==> config.mk <==
export PLATFORM = sky130hd
export DESIGN_NAME = afe_serial_regs
export DESIGN_NICKNAME = d
export VERILOG_FILES = /design/src/rtl/afe_regs_pkg.sv /design/src/rtl/afe_frame_ctrl.sv /design/src/rtl/afe_reg_store.sv /design/src/rtl/afe_chan_route.sv /design/src/rtl/afe_serial_regs.sv
export SDC_FILE = /design/constraint.sdc
export NUM_CORES = 1
export LEC_CHECK = 0
export CAP_MARGIN = 0
export CORE_MARGIN = 5
export CORE_UTILIZATION = 59
export CTS_BUF_LIST = sky130_fd_sc_hd__clkbuf_16
export DETAILED_ROUTE_END_ITERATION = 6
export GPL_TIMING_DRIVEN = 0
export PLACE_DENSITY_LB_ADDON = 0.25
export SETUP_SLACK_MARGIN = 0.05
export SYNTH_ARGS = -nofsm -noshare
export SYNTH_HDL_FRONTEND = slang
export SYNTH_SLANG_ARGS = --single-unit
==> constraint.sdc <==
create_clock -name clk -period 3.22 [get_ports clk]
set_clock_uncertainty 0.2 [all_clocks]
set_input_delay 0.644 -clock clk [delete_from_list [all_inputs] [get_ports clk]]
set_output_delay 0.644 -clock clk [all_outputs]
set_load 0.01 [all_outputs]
==> src/rtl/afe_regs_pkg.sv <==
package afe_regs_pkg;
   // configuration register field positions (decoded by the register file)
   localparam int CFG_SPAN_BIT  = 0;
   localparam int CFG_CDS_BIT   = 1;
   localparam int CFG_ROUTE_LSB = 2;
   localparam int CFG_ROUTE_W   = 2;
   localparam int CFG_MON_BIT   = 5;
   localparam int CFG_PD_BIT    = 7;

   // fixed frame layout fields
   localparam int CMD_BITS = 1;
   localparam int CMD_READ = 1;
endpackage

==> src/rtl/afe_frame_ctrl.sv <==
module afe_frame_ctrl #(
   parameter int ADDR_W  = 3,
   parameter int DUMMY_W = 4,
   parameter int DATA_W  = 8
) (
   input  logic              clk,
   input  logic              rst_n,
   input  logic              sen_n,
   input  logic              sclk,
   input  logic              din,
   input  logic              mode_in,
   input  logic [DATA_W-1:0] rdata_i,
   output logic [ADDR_W-1:0] addr_o,
   output logic              wr_en_o,
   output logic [DATA_W-1:0] wdata_o,
   output logic              dout_o,
   output logic              drive_o,
   output logic              four_o
);
   import afe_regs_pkg::*;

   localparam int DATA_START = CMD_BITS + ADDR_W + DUMMY_W;
   localparam int FRAME_BITS = DATA_START + DATA_W;
   localparam int CNT_W      = $clog2(FRAME_BITS + 1);

   logic             sclk_q;
   logic             rise, fall;
   logic [CNT_W-1:0] cnt_q;
   logic             rw_q;

   assign rise = sclk & ~sclk_q;
   assign fall = ~sclk & sclk_q;

   always_ff @(posedge clk or negedge rst_n) begin
      if (!rst_n) sclk_q <= 1'b0;
      else        sclk_q <= sclk;
   end

   // input side: bit counter, command, address, mode and data capture
   always_ff @(posedge clk or negedge rst_n) begin
      if (!rst_n) begin
         cnt_q   <= '0;
         rw_q    <= 1'b0;
         addr_o  <= '0;
         four_o  <= 1'b0;
         wdata_o <= '0;
         wr_en_o <= 1'b0;
      end else begin
         wr_en_o <= 1'b0;
         if (sen_n) begin
            cnt_q <= '0;
         end else if (rise) begin
            if (cnt_q == '0) rw_q <= din;
            for (int i = 0; i < ADDR_W; i++)
               if (cnt_q == CNT_W'(CMD_BITS + i)) addr_o[i] <= din;
            if (cnt_q == CNT_W'(CMD_BITS + ADDR_W - 1)) four_o <= mode_in;
            for (int i = 0; i < DATA_W; i++)
               if (cnt_q == CNT_W'(DATA_START + i)) wdata_o[i] <= din;
            if (cnt_q == CNT_W'(FRAME_BITS - 1) && rw_q != 1'(CMD_READ))
               wr_en_o <= 1'b1;
            if (cnt_q < CNT_W'(FRAME_BITS)) cnt_q <= cnt_q + 1'b1;
         end
      end
   end

   // output side: read bits launched on falling serial-clock edges
   always_ff @(posedge clk or negedge rst_n) begin
      if (!rst_n) begin
         dout_o  <= 1'b0;
         drive_o <= 1'b0;
      end else if (sen_n) begin
         drive_o <= 1'b0;
      end else if (fall && rw_q == 1'(CMD_READ)) begin
         for (int i = 0; i < DATA_W; i++)
            if (cnt_q == CNT_W'(DATA_START + i)) begin
               dout_o  <= rdata_i[i];
               drive_o <= 1'b1;
            end
      end
   end


   drive_on_fall_chk: assert property (@(posedge clk) disable iff (!rst_n)
      $rose(drive_o) |-> $past(fall) && rw_q);

   write_only_on_write_cmd_chk: assert property (@(posedge clk) disable iff (!rst_n)
      wr_en_o |-> (rw_q != 1'(CMD_READ)) && !$past(sen_n));
endmodule

==> src/rtl/afe_reg_store.sv <==
module afe_reg_store #(
   parameter int ADDR_W = 3,
   parameter int DATA_W = 8,
   parameter int NUM_CH = 3,
   parameter int GAIN_W = 6
) (
   input  logic                          clk,
   input  logic                          rst_n,
   input  logic                          wr_en_i,
   input  logic [ADDR_W-1:0]             addr_i,
   input  logic [DATA_W-1:0]             wdata_i,
   output logic [DATA_W-1:0]             rdata_o,
   output logic [NUM_CH-1:0][GAIN_W-1:0] gain_all_o,
   output logic [NUM_CH-1:0][DATA_W-1:0] off_all_o,
   output logic                          pwr_down_o,
   output logic                          span_hi_o,
   output logic                          cds_mode_o,
   output logic [1:0]                    in_route_o,
   output logic                          mon_off_o
);
   import afe_regs_pkg::*;

   localparam int GAIN_BASE = 1;
   localparam int OFF_BASE  = GAIN_BASE + NUM_CH;
   localparam int NUM_REGS  = OFF_BASE + NUM_CH;

   logic [DATA_W-1:0] cfg_q;
   logic [DATA_W-1:0] gain_q [NUM_CH];
   logic [DATA_W-1:0] off_q  [NUM_CH];

   always_ff @(posedge clk or negedge rst_n) begin
      if (!rst_n)                                cfg_q <= '0;
      else if (wr_en_i && addr_i == ADDR_W'(0))  cfg_q <= wdata_i;
   end

   for (genvar k = 0; k < NUM_CH; k++) begin : g_chan
      always_ff @(posedge clk or negedge rst_n) begin
         if (!rst_n) begin
            gain_q[k] <= '0;
            off_q[k]  <= '0;
         end else if (wr_en_i) begin
            if (addr_i == ADDR_W'(GAIN_BASE + k)) gain_q[k] <= wdata_i;
            if (addr_i == ADDR_W'(OFF_BASE + k))  off_q[k]  <= wdata_i;
         end
      end
      assign gain_all_o[k] = gain_q[k][GAIN_W-1:0];
      assign off_all_o[k]  = off_q[k];
   end

   always_comb begin
      rdata_o = '0;
      if (addr_i == ADDR_W'(0)) rdata_o = cfg_q;
      for (int k = 0; k < NUM_CH; k++) begin
         if (addr_i == ADDR_W'(GAIN_BASE + k)) rdata_o = gain_q[k];
         if (addr_i == ADDR_W'(OFF_BASE + k))  rdata_o = off_q[k];
      end
   end

   // power-down overrides every other field
   assign pwr_down_o = cfg_q[CFG_PD_BIT];
   assign span_hi_o  = ~pwr_down_o & cfg_q[CFG_SPAN_BIT];
   assign cds_mode_o = ~pwr_down_o & cfg_q[CFG_CDS_BIT];
   assign mon_off_o  = ~pwr_down_o & cfg_q[CFG_MON_BIT];
   assign in_route_o = pwr_down_o ? 2'b00 : cfg_q[CFG_ROUTE_LSB +: CFG_ROUTE_W];


   reserved_write_ignored_chk: assert property (@(posedge clk) disable iff (!rst_n)
      (wr_en_i && addr_i >= ADDR_W'(NUM_REGS)) |=> $stable(cfg_q) && $stable(gain_q[0]) && $stable(off_q[0]));

   cfg_write_lands_chk: assert property (@(posedge clk) disable iff (!rst_n)
      (wr_en_i && addr_i == ADDR_W'(0)) |=> cfg_q == $past(wdata_i));
endmodule

==> src/rtl/afe_chan_route.sv <==
module afe_chan_route #(
   parameter int NUM_CH = 3,
   parameter int GAIN_W = 6,
   parameter int DATA_W = 8,
   parameter int SEL_W  = 2
) (
   input  logic                          clk,
   input  logic                          rst_n,
   input  logic [SEL_W-1:0]              sel_i,
   input  logic [NUM_CH-1:0][GAIN_W-1:0] gain_all_i,
   input  logic [NUM_CH-1:0][DATA_W-1:0] off_all_i,
   output logic [GAIN_W-1:0]             gain_o,
   output logic [DATA_W-1:0]             offset_o
);
   always_ff @(posedge clk or negedge rst_n) begin
      if (!rst_n) begin
         gain_o   <= '0;
         offset_o <= '0;
      end else begin
         for (int k = 0; k < NUM_CH; k++)
            if (sel_i == SEL_W'(k + 1)) begin
               gain_o   <= gain_all_i[k];
               offset_o <= off_all_i[k];
            end
      end
   end


   sel_hold_chk: assert property (@(posedge clk) disable iff (!rst_n)
      (sel_i == '0) |=> $stable(gain_o) && $stable(offset_o));

   sel_red_chk: assert property (@(posedge clk) disable iff (!rst_n)
      (sel_i == SEL_W'(1)) |=> offset_o == $past(off_all_i[0]));
endmodule

==> src/rtl/afe_serial_regs.sv <==
module afe_serial_regs #(
   parameter int ADDR_W  = 3,
   parameter int DUMMY_W = 4,
   parameter int DATA_W  = 8,
   parameter int NUM_CH  = 3,
   parameter int GAIN_W  = 6,
   parameter int SEL_W   = $clog2(NUM_CH + 1)
) (
   input  logic              clk,
   input  logic              rst_n,
   input  logic              sen_n,
   input  logic              sclk,
   input  logic              sdio_i,
   output logic              sdio_o,
   output logic              sdio_oe,
   input  logic              smo_i,
   output logic              smo_o,
   output logic              smo_oe,
   input  logic [SEL_W-1:0]  sel_i,
   output logic [GAIN_W-1:0] gain_o,
   output logic [DATA_W-1:0] offset_o,
   output logic              pwr_down_o,
   output logic              span_hi_o,
   output logic              cds_mode_o,
   output logic [1:0]        in_route_o,
   output logic              mon_off_o
);
   if (1 + 2 * NUM_CH > (1 << ADDR_W)) begin : g_bad_map
      $error("register map does not fit the address width");
   end
   if (GAIN_W > DATA_W || DATA_W < 8) begin : g_bad_width
      $error("gain or data width out of range");
   end

   logic [ADDR_W-1:0]             addr;
   logic                          wr_en;
   logic [DATA_W-1:0]             wdata, rdata;
   logic                          dout, drive, four;
   logic [NUM_CH-1:0][GAIN_W-1:0] gain_all;
   logic [NUM_CH-1:0][DATA_W-1:0] off_all;

   afe_frame_ctrl #(.ADDR_W(ADDR_W), .DUMMY_W(DUMMY_W), .DATA_W(DATA_W)) u_frame (
      .clk(clk), .rst_n(rst_n), .sen_n(sen_n), .sclk(sclk), .din(sdio_i),
      .mode_in(smo_i), .rdata_i(rdata), .addr_o(addr), .wr_en_o(wr_en),
      .wdata_o(wdata), .dout_o(dout), .drive_o(drive), .four_o(four)
   );

   afe_reg_store #(.ADDR_W(ADDR_W), .DATA_W(DATA_W), .NUM_CH(NUM_CH), .GAIN_W(GAIN_W)) u_store (
      .clk(clk), .rst_n(rst_n), .wr_en_i(wr_en), .addr_i(addr), .wdata_i(wdata),
      .rdata_o(rdata), .gain_all_o(gain_all), .off_all_o(off_all),
      .pwr_down_o(pwr_down_o), .span_hi_o(span_hi_o), .cds_mode_o(cds_mode_o),
      .in_route_o(in_route_o), .mon_off_o(mon_off_o)
   );

   afe_chan_route #(.NUM_CH(NUM_CH), .GAIN_W(GAIN_W), .DATA_W(DATA_W), .SEL_W(SEL_W)) u_route (
      .clk(clk), .rst_n(rst_n), .sel_i(sel_i), .gain_all_i(gain_all),
      .off_all_i(off_all), .gain_o(gain_o), .offset_o(offset_o)
   );

   assign sdio_o  = dout;
   assign smo_o   = dout;
   assign sdio_oe = drive & ~four & ~sen_n;
   assign smo_oe  = drive &  four & ~sen_n;


   idle_no_drive_chk: assert property (@(posedge clk) disable iff (!rst_n)
      sen_n |-> !sdio_oe && !smo_oe);

   one_driver_chk: assert property (@(posedge clk) disable iff (!rst_n)
      !(sdio_oe && smo_oe));
endmodule

Word level (Yosys, flattened, before mapping) --
Index checks and enable logic that the tools add are counted.
Word-level totals: register bits 92, RAM bits 0, logic and storage cells 134, latch bits 0, memories kept 0, memory bits (read-only) 0, output and inout bits 24, input bits 8
Cells by class: reduce and logical (&&, ||, !) cells 32, $lt $le $gt $ge 1, equality and inequality tests 20, add/subtract/negate cells 1, div/mod/pow operators 0, multiplexer cells 38, shifts and indexed selects 0, multipliers 0, bitwise logic cells 15
Operators with widths (count):
- two-way mux 8 bit | 10
- equality test 5 x 4 -> 1 bit (second input constant) | 8
- AND reduction 3 bit | 13
- two-way mux 1 bit | 21
- two-way mux 6 bit | 3
- AND reduction 2 bit | 8
- two-way mux 5 bit | 3
- equality test 5 x 2 -> 1 bit (second input constant) | 2
- bitwise AND 1 bit | 9
- equality test 3 bit (second input constant) | 3
- nonzero test 9 bit | 1
- nonzero test 8 bit | 1
- equality test 3 x 2 -> 1 bit (second input constant) | 2
- inverter 1 bit | 6
- nonzero test 2 bit | 3
- adder 5 x 1 -> 5 bit (second input constant) | 1
- equality test 5 x 1 -> 1 bit (second input constant) | 1
- logical NOT 5 bit | 1
- < comparator 5 bit (second input constant) | 1
- equality test 2 bit (second input constant) | 2
- equality test 3 x 1 -> 1 bit (second input constant) | 1
- logical AND 1 bit | 3
- logical NOT 3 bit | 1
- nonzero test 3 bit | 1
- other kinds (2) | 2

Depth between registers and ports, before layout --
Gate-level depths: netlist of the first run.
word-level depth 16, gate-level depth with buffers 8, gate-level depth less buffers 7

Modules after synthesis --
A second synthesis of the first run with hierarchy kept.
Second synthesis, totals: cells, all modules 402, area, all modules 5126.2 µm²
By module, submodules not included:
- afe_reg_store | cells each 256, times used 1, seq. area each 1401.3 µm², area an instance 3189.3 µm²
- afe_frame_ctrl | cells each 112, times used 1, seq. area each 550.5 µm², area an instance 1191.1 µm²
- afe_chan_route | cells each 31, times used 1, seq. area each 350.3 µm², area an instance 716.9 µm²
- afe_serial_regs | cells each 3, times used 1, seq. area each 0.0 µm², area an instance 28.8 µm²

Worst setup path before layout of the first run --
OpenSTA, ideal clock, no wires.
kind reg2reg, from reg u_frame.cnt_q[0], to reg u_frame.dout_o, cell stages (with the launch flop) 8, buffers on the path 0, setup time 76 ps, slack 978 ps, data required time 2944 ps, data arrival time 1965 ps, period minus slack after synthesis 2242 ps, cells stage by stage dfrtp_1 > ha_1 > and3_2 > ha_1 > or4b_1 > o21ai_2 > nand2_1 > o21ai_1
On the way: cells in the longest elaborated chain, start to end 8, elaborated cells on any way between the ends 17, those cells by class 8 x eq/ne; 7 x mux; 2 x reduce/logical
RTL lines:
- start: declaration | line afe_frame_ctrl.sv:28 | logic [CNT_W-1:0] cnt_q;
- start signal: assignment | line afe_frame_ctrl.sv:61 | if (cnt_q < CNT_W'(FRAME_BITS)) cnt_q <= cnt_q + 1'b1;
- equality test 5 x 4 -> 1 bit | line afe_frame_ctrl.sv:75 | if (cnt_q == CNT_W'(DATA_START + i)) begin
- two-way mux 1 bit (7 in a row) | line afe_frame_ctrl.sv:75
- end signal: assignment | line afe_frame_ctrl.sv:76 | dout_o <= rdata_i[i];
- end: declaration | line afe_frame_ctrl.sv:16 | output logic dout_o,
Several ways; a longest one is shown, not always the timed one. A chain may end at the register's enable or synchronous reset.

Final worst setup path of the first run --
from reg u_frame.addr_o[2], to reg u_store.off_q, in the netlist u_store.off_all_o[19]
On the way: cells in the longest elaborated chain, start to end 2
RTL lines:
- start: declaration | line afe_frame_ctrl.sv:13 | output logic [ADDR_W-1:0] addr_o,
- start signal: indexed assignment | line afe_frame_ctrl.sv:55 | if (cnt_q == CNT_W'(CMD_BITS + i)) addr_o[i] <= din;
- equality test 3 bit | line afe_reg_store.sv:43 | if (addr_i == ADDR_W'(OFF_BASE + k)) off_q[k] <= wdata_i;
- AND reduction 2 bit (no source line)
- end signal: indexed assignment | line afe_reg_store.sv:43
- end: declaration | line afe_reg_store.sv:29 | logic [DATA_W-1:0] off_q [NUM_CH];
No other way between the ends.

==> flow_metrics.env, run 1 <==
export IMPL_die_y_um=98.0
export IMPL_avgSynthCellArea_sq_um=13.3
export IMPL_die_area_sq_mm=0.00960
export IMPL_crit_fanout=10
export IMPL_hold_viol_final=0
export IMPL_n_antenna_cell=0
export IMPL_place_congestion=0.936
export IMPL_via_per_inst=6.26
export IMPL_async_flop_share=1.00
export IMPL_cp_data_arrival_time_ns=2.55
export IMPL_ys_top_cells_by_area="dfrtp_1, mux2_2, mux4_2"
export IMPL_clk_pin_slew_ns=0.06
export IMPL_cts_resized=0
export IMPL_cp_top_family="buffers and inverters"
export IMPL_grt_max_degree=48
export IMPL_yosysWarnings=0
export IMPL_preCtsSetupSlack_ns=0.456
export IMPL_num_fill_cells=550
export IMPL_dp_hpwl_um=7250
export IMPL_initial_core_util=0.597
export IMPL_fin_nets=398
export IMPL_stdcell_area_sq_mm=0.00535
export IMPL_post_drt_wl_per_cell_um=21.1
export IMPL_min_period_ns=2.53
export IMPL_required_ns=3.24
export IMPL_drc_errors=0
export IMPL_setup_viol_count_final=0
export IMPL_cts_tree="built"
export IMPL_layout_common_cells="dfrtp_1, mux2_2, clkdlybuf4s50_1"
export IMPL_placedCellCount=476
export IMPL_synth_seq_area_share=0.504
export IMPL_status="finished, final reports clean"
export IMPL_fin_crit_sh=0.787
export IMPL_finalPower_mw=2.62
export IMPL_row_count=32
export IMPL_ctsHoldBuffers=0
export IMPL_crit_chain="clkbuf_1, buf_2, nand4b_1, mux2_2"
export IMPL_drive_above_1_share=0.328
export IMPL_pin_count=32
export IMPL_slowest_stage="nand4b_1"
export IMPL_ys_ff_latch=92
export IMPL_hold_class="primary input to async pin"
export IMPL_layout_commonest_cell="dfrtp_1"
export IMPL_crit_type="flip-flop to flip-flop"
export IMPL_grt_use_total=0.231
export IMPL_synth_edf_count=0
export IMPL_ys_flop_type="dfrtp_1"
export IMPL_core_sq_mm=0.00765
export IMPL_synth_area_sq_mm=0.00457
export IMPL_slew_headroom=0.449
export IMPL_cp_end_kind="flip-flop"
export IMPL_synthCells=344
export IMPL_wl_um=10400
export IMPL_clk_latency_ns=0.34
export IMPL_grt_pass1_wl_um=17400
export IMPL_finalWorstSetupSlack_ns=0.687
export IMPL_rsz0062_at_grt="false"
export IMPL_power_per_cell_area_mw_per_mm2=490
export IMPL_finalNonFillerCells=492
export IMPL_htree_levels=3
export IMPL_syn_num_nets=357
export IMPL_ir_worst_vdd_uv=330
export IMPL_cts_root_buffer="clkbuf_16"
export IMPL_antenna_found_initial=0
export IMPL_vias=3082
export IMPL_tns_ns=0
export IMPL_netlist_area_leader_share=0.504
export IMPL_drt_iter0_markers=261
export IMPL_cp_start_kind="flip-flop"
export IMPL_place_area_sq_mm=0.00501
export IMPL_grt_ovfl_total=0
export IMPL_post_cts_buffers=0
export IMPL_tightest_slew_ns=0.821
export IMPL_clk_path_buf_depth=2
export IMPL_port_buffers=29
export IMPL_fmax_mhz=395
export IMPL_slew_viol_final=0
export IMPL_synth_cell_types=54
export IMPL_maxCapViolations=0
export IMPL_ant_nets=0
export IMPL_yosys_area_top_type="dfrtp_1"
export IMPL_cp_slowest_stage_delay_ns=0.52
export IMPL_area_growth_pct=17.2
export IMPL_path_buf_inv=2
export IMPL_numCtsBuffers=9
export IMPL_p_leak_nw=2.43
export IMPL_die_w_um=98.0
export IMPL_drt_pass1_iterations=6
export IMPL_grt_pass1_vias=3183
export IMPL_clock_sinks=92
## power breakdown
group	total, mW	switching (mW)	internal (mW)
registers	1.19	0.0168	1.17
clock network	1.19	0.439	0.756
logic	0.241	0.149	0.0922
total	2.62	0.605	2.02
## final cells by class
class	instances	area, sq um	share of cell area
buffer	18	101	0.0189
clock buffer	9	225	0.0421
clock inverter	7	115	0.0215
inverter	7	26.3	0.00491
multi-input combinational	227	2140	0.399
sequential	92	2300	0.430
tap	102	128	0.0239
timing repair buffer	30	315	0.0589
## per-stage QoR
stage	hold slack, ns	utilization
floorplan	0.148	-
global placement	0.245	0.652
detailed placement	0.244	0.655
CTS	0.131	0.699
global route	0.158	0.699
finish	0.112	0.699
## sequential cells by signal (all words and copies together) (netlist names), 3 cells and up
name                cells
u_store.gain_q          6
u_route.offset_o        8
u_store.gain_all_o     18
u_frame.wdata_o         8
u_store.cfg_q           8
u_frame.addr_o          3
u_route.gain_o          6
u_store.off_all_o      24
u_frame.cnt_q           5
## metal layers
layer	vias up	GRT usage	routed length [um]
met2	131	0.360	4960
met3	19	0.0471	705
met1	1575	0.330	4520
met5	-	0	0
li1	1357	-	-
met4	0	0.0714	214
## cells by family (layout without fill, tap and decap cells)
logic type / Yosys count / count (layout) / synth area share
mux: 98 / 98 / 0.278
flops: 92 / 92 / 0.504
xor+xnor: 3 / 3 / 0.00576
compound gates: 36 / 36 / 0.0573
fa+ha+maj: 5 / 5 / 0.0137
simple gates: 85 / 85 / 0.113
buf+inv: 25 / 71 / 0.0280
## cell usage after synthesis, types with 2 or more instances
library cell / n
a21oi_1: 5
a22oi_1: 4
and2_1: 2
buf_2: 6
buf_4: 4
clkbuf_1: 6
dfrtp_1: 92
ha_1: 5
inv_1: 7
mux2_2: 72
mux2i_1: 10
mux4_2: 16
nand2_1: 15
nand2b_1: 4
nand3_1: 5
nand3b_1: 5
nand4_1: 3
nand4b_1: 4
nor2_1: 18
nor2b_1: 8
nor3_1: 3
nor3b_1: 4
nor3b_4: 2
o2111ai_1: 2
o211ai_1: 3
o21a_1: 2
o21ai_0: 6
o221ai_1: 3
o31ai_1: 2
xor2_1: 2
## final timing paths
| check | slack, ns | startpoint | end | depth (start not counted) |
|---|---|---|---|---|
| min in group clk | 0.27 | u_frame.rw_q | u_frame.wr_en_o | 1 |
| worst max register to register | 0.69 | u_frame.addr_o[2] | u_store.off_all_o[19] | 4 |
| worst max-delay path | 0.69 | u_frame.addr_o[2] | u_store.off_all_o[19] | 4 |
| worst min register to register | 0.27 | u_frame.rw_q | u_frame.wr_en_o | 1 |
| max in group asynchronous | 2.09 | rst_n | u_store.gain_all_o[12] | 2 |
| worst min-delay path | 0.11 | rst_n | u_route.gain_o[4] | 1 |
No activity file was read; power rests on OpenSTA's default activity.
==> run 2: changes to the inputs <==
==> constraint.sdc (replaced) <==
create_clock -name clk -period 2.55 [get_ports clk]
set_clock_uncertainty 0.2 [all_clocks]
set_input_delay 0.51 -clock clk [delete_from_list [all_inputs] [get_ports clk]]
set_output_delay 0.51 -clock clk [all_outputs]
set_load 0.01 [all_outputs]
==> flow_metrics.env, run 2 (same netlist as run 1, synthesis figures left out) <==
export IMPL_cp_start_kind="flip-flop"
export IMPL_layout_common_cells="dfrtp_1, mux2_2, clkdlybuf4s50_1"
export IMPL_vias=3092
export IMPL_status="finished, final reports clean"
export IMPL_cp_end_kind="flip-flop"
export IMPL_pwr_share_comb=0.093
export IMPL_rsz0062_at_grt="false"
export IMPL_drt_pass1_iterations=5
export IMPL_cts_tree="built"
export IMPL_grt_ovfl_total=0
export IMPL_min_period_ns=2.34
export IMPL_drc_errors=0
export IMPL_hold_class="primary input to flip-flop"
export IMPL_setup_viol_count_final=0
export IMPL_place_congestion=0.936
export IMPL_fin_nets=401
export IMPL_clk_latency_ns=0.34
export IMPL_p_sw_uw=775
export IMPL_stdcell_area_sq_mm=0.00539
export IMPL_place_area_sq_mm=0.00501
export IMPL_die_w_um=98.0
export IMPL_seqPwrFrac=0.451
export IMPL_clk_pin_slew_ns=0.06
export IMPL_tightest_slew_ns=0.824
export IMPL_fin_crit_sh=0.917
export IMPL_cts_root_buffer="clkbuf_16"
export IMPL_fmax_mhz=427
export IMPL_preCtsSetupSlack_ns=-0.0801
export IMPL_row_count=32
export IMPL_die_y_um=98.0
export IMPL_drt_iter0_markers=296
export IMPL_required_ns=2.62
export IMPL_clock_sinks=92
export IMPL_antenna_found_initial=0
export IMPL_hold_viol_final=0
export IMPL_crit_fanout=8
export IMPL_cp_data_arrival_time_ns=2.41
export IMPL_numCtsBuffers=9
export IMPL_layout_commonest_cell="dfrtp_1"
export IMPL_core_sq_mm=0.00765
export IMPL_slew_headroom=0.447
export IMPL_via_per_inst=6.25
export IMPL_finalWorstSetupSlack_ns=0.210
export IMPL_p_int_mw=2.55
export IMPL_crit_type="flip-flop to flip-flop"
export IMPL_area_growth_pct=18.1
export IMPL_power_per_cell_area_mw_per_mm2=616
export IMPL_grt_max_degree=48
export IMPL_ir_worst_vdd_uv=421
export IMPL_dp_hpwl_um=7250
export IMPL_pin_count=32
export IMPL_clk_path_buf_depth=2
export IMPL_num_fill_cells=546
export IMPL_p_leak_nw=2.44
export IMPL_port_buffers=29
export IMPL_grt_use_total=0.231
export IMPL_post_drt_wl_per_cell_um=21.3
export IMPL_tns_ns=0
export IMPL_htree_levels=3
export IMPL_slew_viol_final=0
export IMPL_wl_um=10500
export IMPL_p_sw_frac=0.233
export IMPL_drive_above_1_share=0.336
export IMPL_maxCapViolations=0
export IMPL_n_antenna_cell=0
export IMPL_initial_core_util=0.597
export IMPL_grt_pass1_wl_um=17400
export IMPL_die_area_sq_mm=0.00960
export IMPL_ant_nets=0
export IMPL_largest_reg_flops=24
export IMPL_grt_pass1_vias=3186
export IMPL_clockPowerShare=0.456
==> run 2: changes by cell type in the layout (fill, tap and decap cells not counted) <==
cell	change
buf_4	+2
ha_4	+1
ha_1	-1
nand3_2	+1
nand3_1	-1
dlygate4sd3_1	+1
==> run 2: power groups by stage <==
| stage | Sequential, mW | Clock, mW | Combinational (mW) |
|---|---|---|---|
| after global placement | 1.52 | 0 | 0.291 |
| after floorplan | 1.52 | 0 | 0.197 |
| after global routing | 1.50 | 1.59 | 0.332 |
| after CTS | 1.50 | 1.53 | 0.303 |
| final | 1.50 | 1.52 | 0.309 |
| after detailed placement | 1.52 | 0 | 0.301 |
==> run 2: area by class of cell <==
cell class / instances / area [sq um] / share of cell area
Buffer: 18 / 101 / 0.0188
Clock buffer: 9 / 225 / 0.0418
Clock inverter: 7 / 115 / 0.0214
Inverter: 7 / 26.3 / 0.00487
Multi-Input combinational cell: 227 / 2150 / 0.399
Sequential cell: 92 / 2300 / 0.427
Tap cell: 102 / 128 / 0.0237
Timing Repair Buffer: 33 / 340 / 0.0631
==> run 2: final timing paths <==
kind	startpoint	endpoint	slack (ns)	depth (start not counted)
hold reg to reg	u_frame.rw_q	u_frame.wr_en_o	0.27	1
min in group asynchronous	rst_n	u_route.gain_o[4]	0.53	2
max in group asynchronous	rst_n	u_store.gain_all_o[12]	1.00	3
setup reg to reg	u_frame.cnt_q[0]	u_frame.dout_o	0.21	7
hold / removal	sen_n	u_frame.cnt_q[3]	0.16	2
setup / recovery	u_frame.cnt_q[0]	u_frame.dout_o	0.21	7
==> run 2: through the flow <==
step | hold slack (ns) | std cells | utilization | power (mW)
2_1_floorplan | 0.0144 | 344 | - | 1.71
3_3_place_gp | 0.245 | 475 | 0.652 | 1.81
3_5_place_dp | 0.244 | 476 | 0.655 | 1.82
4_1_cts | 0.159 | 493 | 0.701 | 3.33
5_1_grt | 0.166 | 495 | 0.705 | 3.43
6_report | 0.162 | 495 | 0.705 | 3.32
==> run 2: routing by layer <==
metal / vias up / part of all wire / track usage
met5: - / 0 / 0
met1: 1584 / 0.44 / 0.331
met4: 0 / 0.019 / 0.0714
li1: 1369 / - / -
met2: 117 / 0.48 / 0.360
met3: 22 / 0.061 / 0.0471
==> run 2: what timing repair did <==
item / 4_1_cts / 5_1_grt
setup buffers: 0 / 2
hold buffers: 1 / 0
hold endpoints to repair: 3 / 0
endpoints found under the setup margin: 0 / 18
gates resized for setup: 0 / 3
==> run 2: critical path, stage by stage, from the launching register on <==
cell and delay (ns):
dfrtp_1 0.46, ha_4 0.24, and3_2 0.21, ha_1 0.25, or4b_1 0.58, o21ai_2 0.15
nand2_1 0.07, o21ai_1 0.11
